### src/rtl/tick_irq_pkg.sv
// Shared constants for the maskable periodic timer interrupt.
package tick_irq_pkg;
    localparam int DATA_W   = 8;
    localparam int FLAG_BIT = 7;  // bit carrying pending flag and mask
endpackage

### src/rtl/tick_divider.sv
// Free-running tick divider.
// Emits a one-cycle tick when the count reaches the programmed limit, then
// restarts from zero. Assumes the limit may change at any time; a count
// already past a lowered limit ticks at once and wraps.
module tick_divider #(
    parameter int CNT_W = 8
) (
    input  logic             clk,
    input  logic             rst_n,
    input  logic [CNT_W-1:0] limit,
    output logic             tick
);
    logic [CNT_W-1:0] count;

    // Tick whenever the count has reached the limit.
    assign tick = (count >= limit);

    // Advance the count, restarting after each tick.
    always_ff @(posedge clk) begin
        if (!rst_n) begin
            count <= '0;
        end else if (tick) begin
            count <= '0;
        end else begin
            count <= count + 1'b1;
        end
    end
endmodule

### src/rtl/tick_io_decode.sv
// Register decode for the timer interrupt.
// Turns the I/O strobes into an acknowledge, a mask write and a status
// read select. Assumes a single access per cycle.
module tick_io_decode #(
    parameter int                ADDR_W      = 8,
    parameter logic [ADDR_W-1:0] STATUS_ADDR = 8'hCA,
    parameter logic [ADDR_W-1:0] MASK_ADDR   = 8'hD4
) (
    input  logic [ADDR_W-1:0]                io_addr,
    input  logic                             io_wr,
    input  logic                             io_rd,
    input  logic                             io_dbg,
    input  logic [tick_irq_pkg::DATA_W-1:0]  io_wdata,
    output logic                             status_sel,
    output logic                             ack,
    output logic                             mask_we,
    output logic                             mask_d
);
    import tick_irq_pkg::*;

    // Classify the current access.
    always_comb begin
        status_sel = io_rd && (io_addr == STATUS_ADDR);
        ack        = status_sel && !io_dbg;
        mask_we    = io_wr && (io_addr == MASK_ADDR);
        mask_d     = io_wdata[FLAG_BIT];
    end
endmodule

### src/rtl/tick_pending.sv
// Pending flag, mask bit and interrupt line.
// A tick sets the flag and takes priority over an acknowledge in the same
// cycle. The line is the flag gated by the inverted mask.
module tick_pending (
    input  logic clk,
    input  logic rst_n,
    input  logic tick,
    input  logic ack,
    input  logic mask_we,
    input  logic mask_d,
    output logic pending,
    output logic masked,
    output logic firq
);
    // Set on tick, clear on acknowledge; tick wins.
    always_ff @(posedge clk) begin
        if (!rst_n) begin
            pending <= 1'b0;
        end else if (tick) begin
            pending <= 1'b1;
        end else if (ack) begin
            pending <= 1'b0;
        end
    end

    // Hold the prohibit bit from mask writes.
    always_ff @(posedge clk) begin
        if (!rst_n) begin
            masked <= 1'b0;
        end else if (mask_we) begin
            masked <= mask_d;
        end
    end

    // Drive the request while pending and not prohibited.
    assign firq = pending && !masked;
endmodule

### src/rtl/tick_irq_ctrl.sv
// Maskable periodic timer interrupt, top level.
// Ties the divider, decode and pending logic together and forms the read
// data. Assumes io_rdata is sampled combinationally during the read cycle.
module tick_irq_ctrl #(
    parameter int                ADDR_W      = 8,
    parameter int                CNT_W       = 8,
    parameter logic [ADDR_W-1:0] STATUS_ADDR = 8'hCA,
    parameter logic [ADDR_W-1:0] MASK_ADDR   = 8'hD4
) (
    input  logic              clk,
    input  logic              rst_n,
    input  logic [CNT_W-1:0]  tick_period,
    input  logic [ADDR_W-1:0] io_addr,
    input  logic              io_wr,
    input  logic              io_rd,
    input  logic              io_dbg,
    input  logic [7:0]        io_wdata,
    output logic [7:0]        io_rdata,
    output logic              firq
);
    import tick_irq_pkg::*;

    logic tick;
    logic status_sel;
    logic ack;
    logic mask_we;
    logic mask_d;
    logic pending;
    logic masked;

    tick_divider #(.CNT_W(CNT_W)) u_div (
        .clk   (clk),
        .rst_n (rst_n),
        .limit (tick_period),
        .tick  (tick)
    );

    tick_io_decode #(
        .ADDR_W      (ADDR_W),
        .STATUS_ADDR (STATUS_ADDR),
        .MASK_ADDR   (MASK_ADDR)
    ) u_dec (
        .io_addr    (io_addr),
        .io_wr      (io_wr),
        .io_rd      (io_rd),
        .io_dbg     (io_dbg),
        .io_wdata   (io_wdata),
        .status_sel (status_sel),
        .ack        (ack),
        .mask_we    (mask_we),
        .mask_d     (mask_d)
    );

    tick_pending u_pend (
        .clk     (clk),
        .rst_n   (rst_n),
        .tick    (tick),
        .ack     (ack),
        .mask_we (mask_we),
        .mask_d  (mask_d),
        .pending (pending),
        .masked  (masked),
        .firq    (firq)
    );

    // Return the pending flag in the flag bit on a status read only.
    always_comb begin
        io_rdata = '0;
        if (status_sel) begin
            io_rdata[FLAG_BIT] = pending;
        end
    end
endmodule

### config.mk
export PLATFORM = sky130hd
export DESIGN_NAME = tick_irq_ctrl
export DESIGN_NICKNAME = d
export VERILOG_FILES = /design/src/rtl/tick_irq_pkg.sv /design/src/rtl/tick_divider.sv /design/src/rtl/tick_io_decode.sv /design/src/rtl/tick_pending.sv /design/src/rtl/tick_irq_ctrl.sv
export SDC_FILE = /design/constraint.sdc
export NUM_CORES = 1
export LEC_CHECK = 0
export ABC_AREA = 0
export BUFFER_PORTS_ARGS = -buffer_cell sky130_fd_sc_hd__buf_4
export CAP_MARGIN = 25
export CORE_MARGIN = 10
export CORE_UTILIZATION = 43
export CTS_CLUSTER_SIZE = 25
export DETAILED_ROUTE_END_ITERATION = 7
export GPL_ROUTABILITY_DRIVEN = 0
export PLACE_DENSITY = 0.79
export SYNTH_ARGS = -nofsm -noshare
export SYNTH_HDL_FRONTEND = slang
export SYNTH_SLANG_ARGS = --single-unit
### constraint.sdc
create_clock -name clk -period 2 [get_ports clk]
set_clock_uncertainty 0.1 [all_clocks]
set_input_delay 0.5 -clock clk [delete_from_list [all_inputs] [get_ports clk]]
set_output_delay 0.5 -clock clk [all_outputs]
set_load 0.005 [all_outputs]
==> out/results.tsv, run 1 <==
metric	value	unit
run_status	complete, no violations	
cts_tree	built	
worst-endpoint-arrival	1.29	ns
htree_levels	1	
synth_top_area_cells	dfxtp_1 (28%), ha_1 (16%), buf_4 (7.3%), xor2_1 (6.1%), nor2_1 (5.7%)	
antenna-diode-count	0	
clock.fmax	529	MHz
leakagePower	0.482	nW
p_int	0.377	mW
worst-endpoint-required	1.40	ns
p_seq_frac	0.426	
crit_buf_inv	2	
total_switching_power	0.120	mW
pwr_cell_area	535	mW/mm^2
critPathMostFrequentCell	buf_4	
critical-path-top-delay-family	simple AND/OR/NAND/NOR gates	
first_global_vias	622	
critical_path.max_stage_delay	0.31	ns
worst_skew_pair.late_latency	0.26	ns
drt_iter0_drc	6	
holdCritPathClass	in -> reg	
slew_violations	0	
ant_nets	0	
synth_top_area_cell	dfxtp_1	
timing.critical_path.cells	buf_4 -> nor4bb_1 -> nand3_1 -> nor2_1 -> buf_4	
antenna_violations_before_repair	0	
post_route_cells_drive_above_1_share	0.290	
width_of_the_die	61.0	microns
netlist_area_pre_place	722	sq um
die_area	0.00372	sq mm
timing.hold.ws	0.371	ns
grt_setup_unrepaired	false	
finalHoldViolations	0	
detailroute.via_count	598	
first_pass_grt_wire_length	2500	microns
critPathCaptureType	output pin	
synth_warnings	0	
critical_path.max_fanout	2	
chipHeight	61.0	microns
post-dp-hpwl	1330	microns
non_filler_instances	123	
syn_to_final_growth	28.6	%
holdBufCountCts	0	
netlist_instances	80	
final_setup_violation_count	0	
reg2regPathDepth	6	
cts-resized-gates	0	
overflow	0	
core.rowCount	14	
final.fill_count	130	
detail_route.first_pass.iterations	4	
finalWorstSetupSlack	0.110	ns
report.power.total	0.497	mW
num-nets-final	146	
wire_per_inst	12.3	microns
crit_path_top_delay_cell	nor4bb_1	
number_of_unique_standard_cell_types_used_by_synthesis	22	
clkSinkCount	10	
ys_seq_area_frac	0.277	
final.min_clock_period	1.89	ns
initial_utilization	0.468	
cts.path.max_buffers	2	
grt_max_degree	9	
route.detailed.drc	0	
pin_count	38	
clkSlewWorstSetupHoldPaths	0.07	ns
core-area	0.00154	sq mm
synth.ff_latch_count	10	
yosysTopAreaCellShare	0.277	
final_cycle_share	0.945	
final_core_area_utilization	0.602	
max_cap_viol_count	0	
share_clk_of_total_power	0.363	
cell_total_after_placement	119	
cts_inserted_buffers	3	
worstSetupPathDepth	5	
vdd_ir_drop_max	0.406	mV
postRouteWirelength	1520	microns
switching_share	0.242	
timing_worst_setup_path_type	in -> out	
post_syn_area_per_cell	9.02	sq um
worst_hold_path.num_cells	2	
detailedPlace.worstSlack	-0.00417	ns
cts_setup_buffers	0	
cp-start-kind	input pin	
grt_use_total	0.0868	
via_per_inst	4.86	
ctsRootBufferMaster	clkbuf_4	
io_buffers	23	
pwr-share-comb	0.211	
[cell type report]
| type | count | area [sq um] | share of cell area |
|---|---|---|---|
| tap | 16 | 20.0 | 0.0216 |
| inverter | 10 | 37.5 | 0.0404 |
| multi-input combinational | 59 | 454 | 0.489 |
| clock buffer | 4 | 36.3 | 0.0391 |
| timing repair buffer | 24 | 180 | 0.194 |
| sequential | 10 | 200 | 0.216 |
[layout by cell type, fill, tap and decap left out]
cell       count
xnor2_1        1
o21a_1         4
mux2i_1        1
nor2_1        11
a21oi_1        2
ha_1           9
nor2b_1        1
and4bb_1       1
nand3_1        7
o311ai_4       1
dfxtp_1       10
clkbuf_4       3
nand2b_4       1
xor2_1         5
clkbuf_8       1
conb_1         7
buf_4         24
and3_1         2
nand4_1        1
a2111oi_4      1
nor4bb_1       2
o31ai_1        1
nand2_1        1
inv_1         10
[routing by layer]
metal  part of all wire  wire, microns  vias to the layer above  track usage
met3               0.15            226                        2       0.0438
li1                   -              -                      315            -
met4             0.0086             13                        0       0.0470
met1               0.40            611                      257       0.0857
met5                  0              0                        -            0
met2               0.44            664                       24        0.146
[worst reg2reg max path, stage by stage, from the launching register on]
cell and delay [ns]:
dfxtp_1 0.33, inv_1 0.04, ha_1 0.27, nand2b_4 0.15
a2111oi_4 0.43, o31ai_1 0.13, o21a_1 0.19
[power groups by stage]
stage / Clock [mW] / Sequential, mW / Combinational [mW]
after floorplan: 0 / 0.216 / 0.0702
after global placement: 0 / 0.216 / 0.101
after detailed placement: 0 / 0.216 / 0.105
after CTS: 0.188 / 0.211 / 0.105
after global routing: 0.201 / 0.213 / 0.115
final: 0.181 / 0.212 / 0.105
[cell usage after synthesis (all sizes together)]
cell / number
xnor2: 1
nand2b: 1
nor2b: 1
a21oi: 2
and4bb: 1
nand2: 1
o21a: 4
conb: 1
o311ai: 1
dfxtp: 10
mux2i: 1
nand4: 1
nand3: 7
xor2: 5
nor2: 11
ha: 9
inv: 10
a2111oi: 1
nor4bb: 2
o31ai: 1
and3: 2
buf: 7
[sequential cells by signal, indices dropped and copies added (netlist names)]
register        count
u_div.count         8
u_pend.pending      1
u_pend.masked       1
[worst paths after layout]
check / start / end / slack (ns)
hold / removal: rst_n / u_pend.pending / 0.37
setup / recovery: io_addr[2] / io_rdata[7] / 0.11
setup reg to reg: u_div.count[0] / u_pend.pending / 0.26
hold reg to reg: u_div.count[7] / u_div.count[7] / 0.42
[cells by family (layout without fill, tap and decap cells)]
family	count (synthesis)	in the layout	share of synthesized area
other cells	1	7	0.00519
buf+inv	17	38	0.125
mux	1	1	0.0139
fa+ha+maj	9	9	0.156
xor+xnor	6	6	0.0728
compound gates	9	9	0.140
flops	10	10	0.277
simple gates	27	27	0.210
[through the flow]
stage / cell area, sq um / TNS [ns]
after floorplan: 744 / 0
after global placement: 892 / 0
after detailed placement: 892 / -0.00417
after CTS: 928 / 0
after global routing: 928 / 0
final: 928 / 0
(Power assumes the default switching activity.)
==> run 2: changes to the inputs <==
--- a/config.mk
+++ b/config.mk
@@ -9,11 +9,12 @@
 export BUFFER_PORTS_ARGS = -buffer_cell sky130_fd_sc_hd__buf_4
 export CAP_MARGIN = 25
 export CORE_MARGIN = 10
-export CORE_UTILIZATION = 43
+export CORE_UTILIZATION = 45
+export CTS_BUF_LIST = sky130_fd_sc_hd__clkbuf_4
 export CTS_CLUSTER_SIZE = 25
 export DETAILED_ROUTE_END_ITERATION = 7
 export GPL_ROUTABILITY_DRIVEN = 0
-export PLACE_DENSITY = 0.79
+export PLACE_DENSITY = 0.82
 export SYNTH_ARGS = -nofsm -noshare
 export SYNTH_HDL_FRONTEND = slang
 export SYNTH_SLANG_ARGS = --single-unit
==> run 2 against run 1 <==
Non-clock buffer count is the same. Sequential share of layout area grew 0.24 points. Via count shrank 0.84%. Count of clock-buffer cells in the layout shrank 1. Total power shrank 9.1%. Die area shrank 3.0%. Global-route usage shrank 0.26 points. Sequential cell count is the same. Routed wire length shrank 1.7%. Sequential power is essentially flat. Critical endpoint unchanged. Clock power shrank 25%. Core utilization grew 0.74 points.
==> out/results.tsv, run 2 (synthesis results as in run 1) <==
metric	value	unit	change
report.power.total	0.452	mW	was 0.497 mW
timing.hold.ws	0.372	ns	was 0.371 ns
groute.layer.met3.usage	0.0572		was 0.0438
holdCritStartpoint	rst_n		unchanged
num-nets-final	146		unchanged
reg2reg_from	u_div.count[0]		unchanged
largestRegisters	u_div.count (8), u_pend.masked (1), u_pend.pending (1)		unchanged
finalWorstSetupSlack	0.183	ns	was 0.110 ns
final_setup_violation_count	0		unchanged
postRouteWirelength	1490	microns	was 1520 microns
critical-path-top-delay-family	simple AND/OR/NAND/NOR gates		unchanged
cts_tree	built		unchanged
drt_iter0_drc	2		was 6
cts_inserted_buffers	3		unchanged
vdd_ir_drop_max	0.406	mV	about the same
critPathMostFrequentCell	buf_4		unchanged
layout_commonest_cell	buf_4		unchanged
largest_reg_flops	8		unchanged
finalHoldViolations	0		unchanged
slew_violations	0		unchanged
die_area	0.00361	sq mm	was 0.00372 sq mm
timing_worst_setup_path_type	in -> out		unchanged
overflow	0		unchanged
width_of_the_die	60.1	microns	was 61.0 microns
gr-usage-met2	0.149		was 0.146
pin_count	38		unchanged
final_core_area_utilization	0.610		was 0.602
non_filler_instances	123		unchanged
globalRoute.busiestLayer	met2		unchanged
leakagePower	0.476	nW	was 0.482 nW
worst-endpoint-required	1.40	ns	about the same
clock.fmax	550	MHz	was 529 MHz
clkSinkCount	10		unchanged
critPathCaptureType	output pin		unchanged
max_cap_viol_count	0		unchanged
cell_total_after_placement	119		unchanged
grt_setup_unrepaired	false		unchanged
ant_nets	0		unchanged
antenna_violations_before_repair	0		unchanged
cp-start-kind	input pin		unchanged
clkSlewWorstSetupHoldPaths	0.06	ns	was 0.07 ns
crit_buf_inv	2		unchanged
design_area	918	sq um	was 928 sq um
holdCritPathClass	in -> reg		unchanged
core.rowCount	14		unchanged
detailedPlace.worstSlack	-0.0139	ns	was -0.00417 ns
cts-resized-gates	0		unchanged
largest_register_by_flop_count	u_div.count		unchanged
first_global_vias	618		was 622
crit_path_top_delay_cell	nor4bb_1		unchanged
antenna-diode-count	0		unchanged
htree_levels	1		unchanged
groute.layer.met1.usage	0.0778		was 0.0857
grt_max_degree	9		unchanged
detail_route.first_pass.iterations	3		was 4
io_buffers	23		unchanged
cts_setup_buffers	0		unchanged
detailroute.via_count	593		was 598
chipHeight	60.1	microns	was 61.0 microns
post_route_cells_drive_above_1_share	0.280		was 0.290
layout.cells.most_common_list	buf_4 (24), nor2_1 (11), inv_1 (10), dfxtp_1 (10), ha_1 (9)		unchanged
syn_to_final_growth	27.2	%	was 28.6%
core-area	0.00151	sq mm	was 0.00154 sq mm
worst_setup_path_startpoint	io_addr[2]		unchanged
final.fill_count	139		was 130
timing.critical_path.cells	buf_4 -> nor4bb_1 -> nand3_1 -> nor2_1 -> buf_4		unchanged
critical_path.max_fanout	2		unchanged
post-dp-hpwl	1350	microns	was 1330 microns
holdBufCountCts	0		unchanged
wire_per_inst	12.1	microns	was 12.3 microns
run_status	complete, no violations		unchanged
pwr_cell_area	492	mW/mm^2	was 535 mW/mm^2
cts.path.max_buffers	2		unchanged
initial_utilization	0.479		was 0.468
via_per_inst	4.82		was 4.86
route.detailed.drc	0		unchanged
grt_use_total	0.0842		was 0.0868
worst_skew_pair.late_latency	0.26	ns	about the same
first_pass_grt_wire_length	2420	microns	was 2500 microns
ctsRootBufferMaster	clkbuf_4		unchanged
critical_path.max_stage_delay	0.26	ns	was 0.31 ns
final_cycle_share	0.908		was 0.945
timing.setup.tns	0	ns	unchanged
placement.cell_area	892	sq um	unchanged
worst-endpoint-arrival	1.22	ns	was 1.29 ns
final.min_clock_period	1.82	ns	was 1.89 ns
run 2: changes by cell type in the layout (fill, tap and decap cells not counted), sizes merged:
cell    previous run  this run
clkbuf             4         3
clkinv             0         1
run 2: power by group:
part | total [mW] | switching, mW | internal (mW) | leakage [nW]
sequential | 0.212 | 0.00633 | 0.205 | 0.0812
combinational | 0.104 | 0.0429 | 0.0611 | 0.379
clock | 0.136 | 0.0644 | 0.0719 | 0.0154
total | 0.452 | 0.114 | 0.338 | 0.476
run 2: path summary, 6_finish.rpt:
kind | slack, ns | end | cells after the start
worst max-delay path | 0.18 | io_rdata[7] | 5
worst min-delay path | 0.37 | u_pend.pending | 2
worst max register to register | 0.27 | u_pend.pending | 6
worst min register to register | 0.43 | u_div.count[0] | 2
run 2: area by class of cell:
type / count / area (sq um) / share of cell area
Multi-Input combinational cell: 59 / 454 / 0.495
Sequential cell: 10 / 200 / 0.218
Timing Repair Buffer: 24 / 180 / 0.196
Inverter: 10 / 37.5 / 0.0409
Clock buffer: 3 / 22.5 / 0.0245
Tap cell: 16 / 20.0 / 0.0218
Clock inverter: 1 / 3.75 / 0.00409
run 2: worst register-to-register path, stage by stage, from the launching register on:
cell and delay, ns:
dfxtp_1 0.32, inv_1 0.04, ha_1 0.27, nand2b_4 0.15, a2111oi_4 0.44, o31ai_1 0.13, o21a_1 0.19
run 2: routing by layer:
layer / vias up / part of all wire
met4: 0 / 0
li1: 313 / -
met2: 26 / 0.46
met3: 0 / 0.17
met5: - / 0
met1: 254 / 0.38
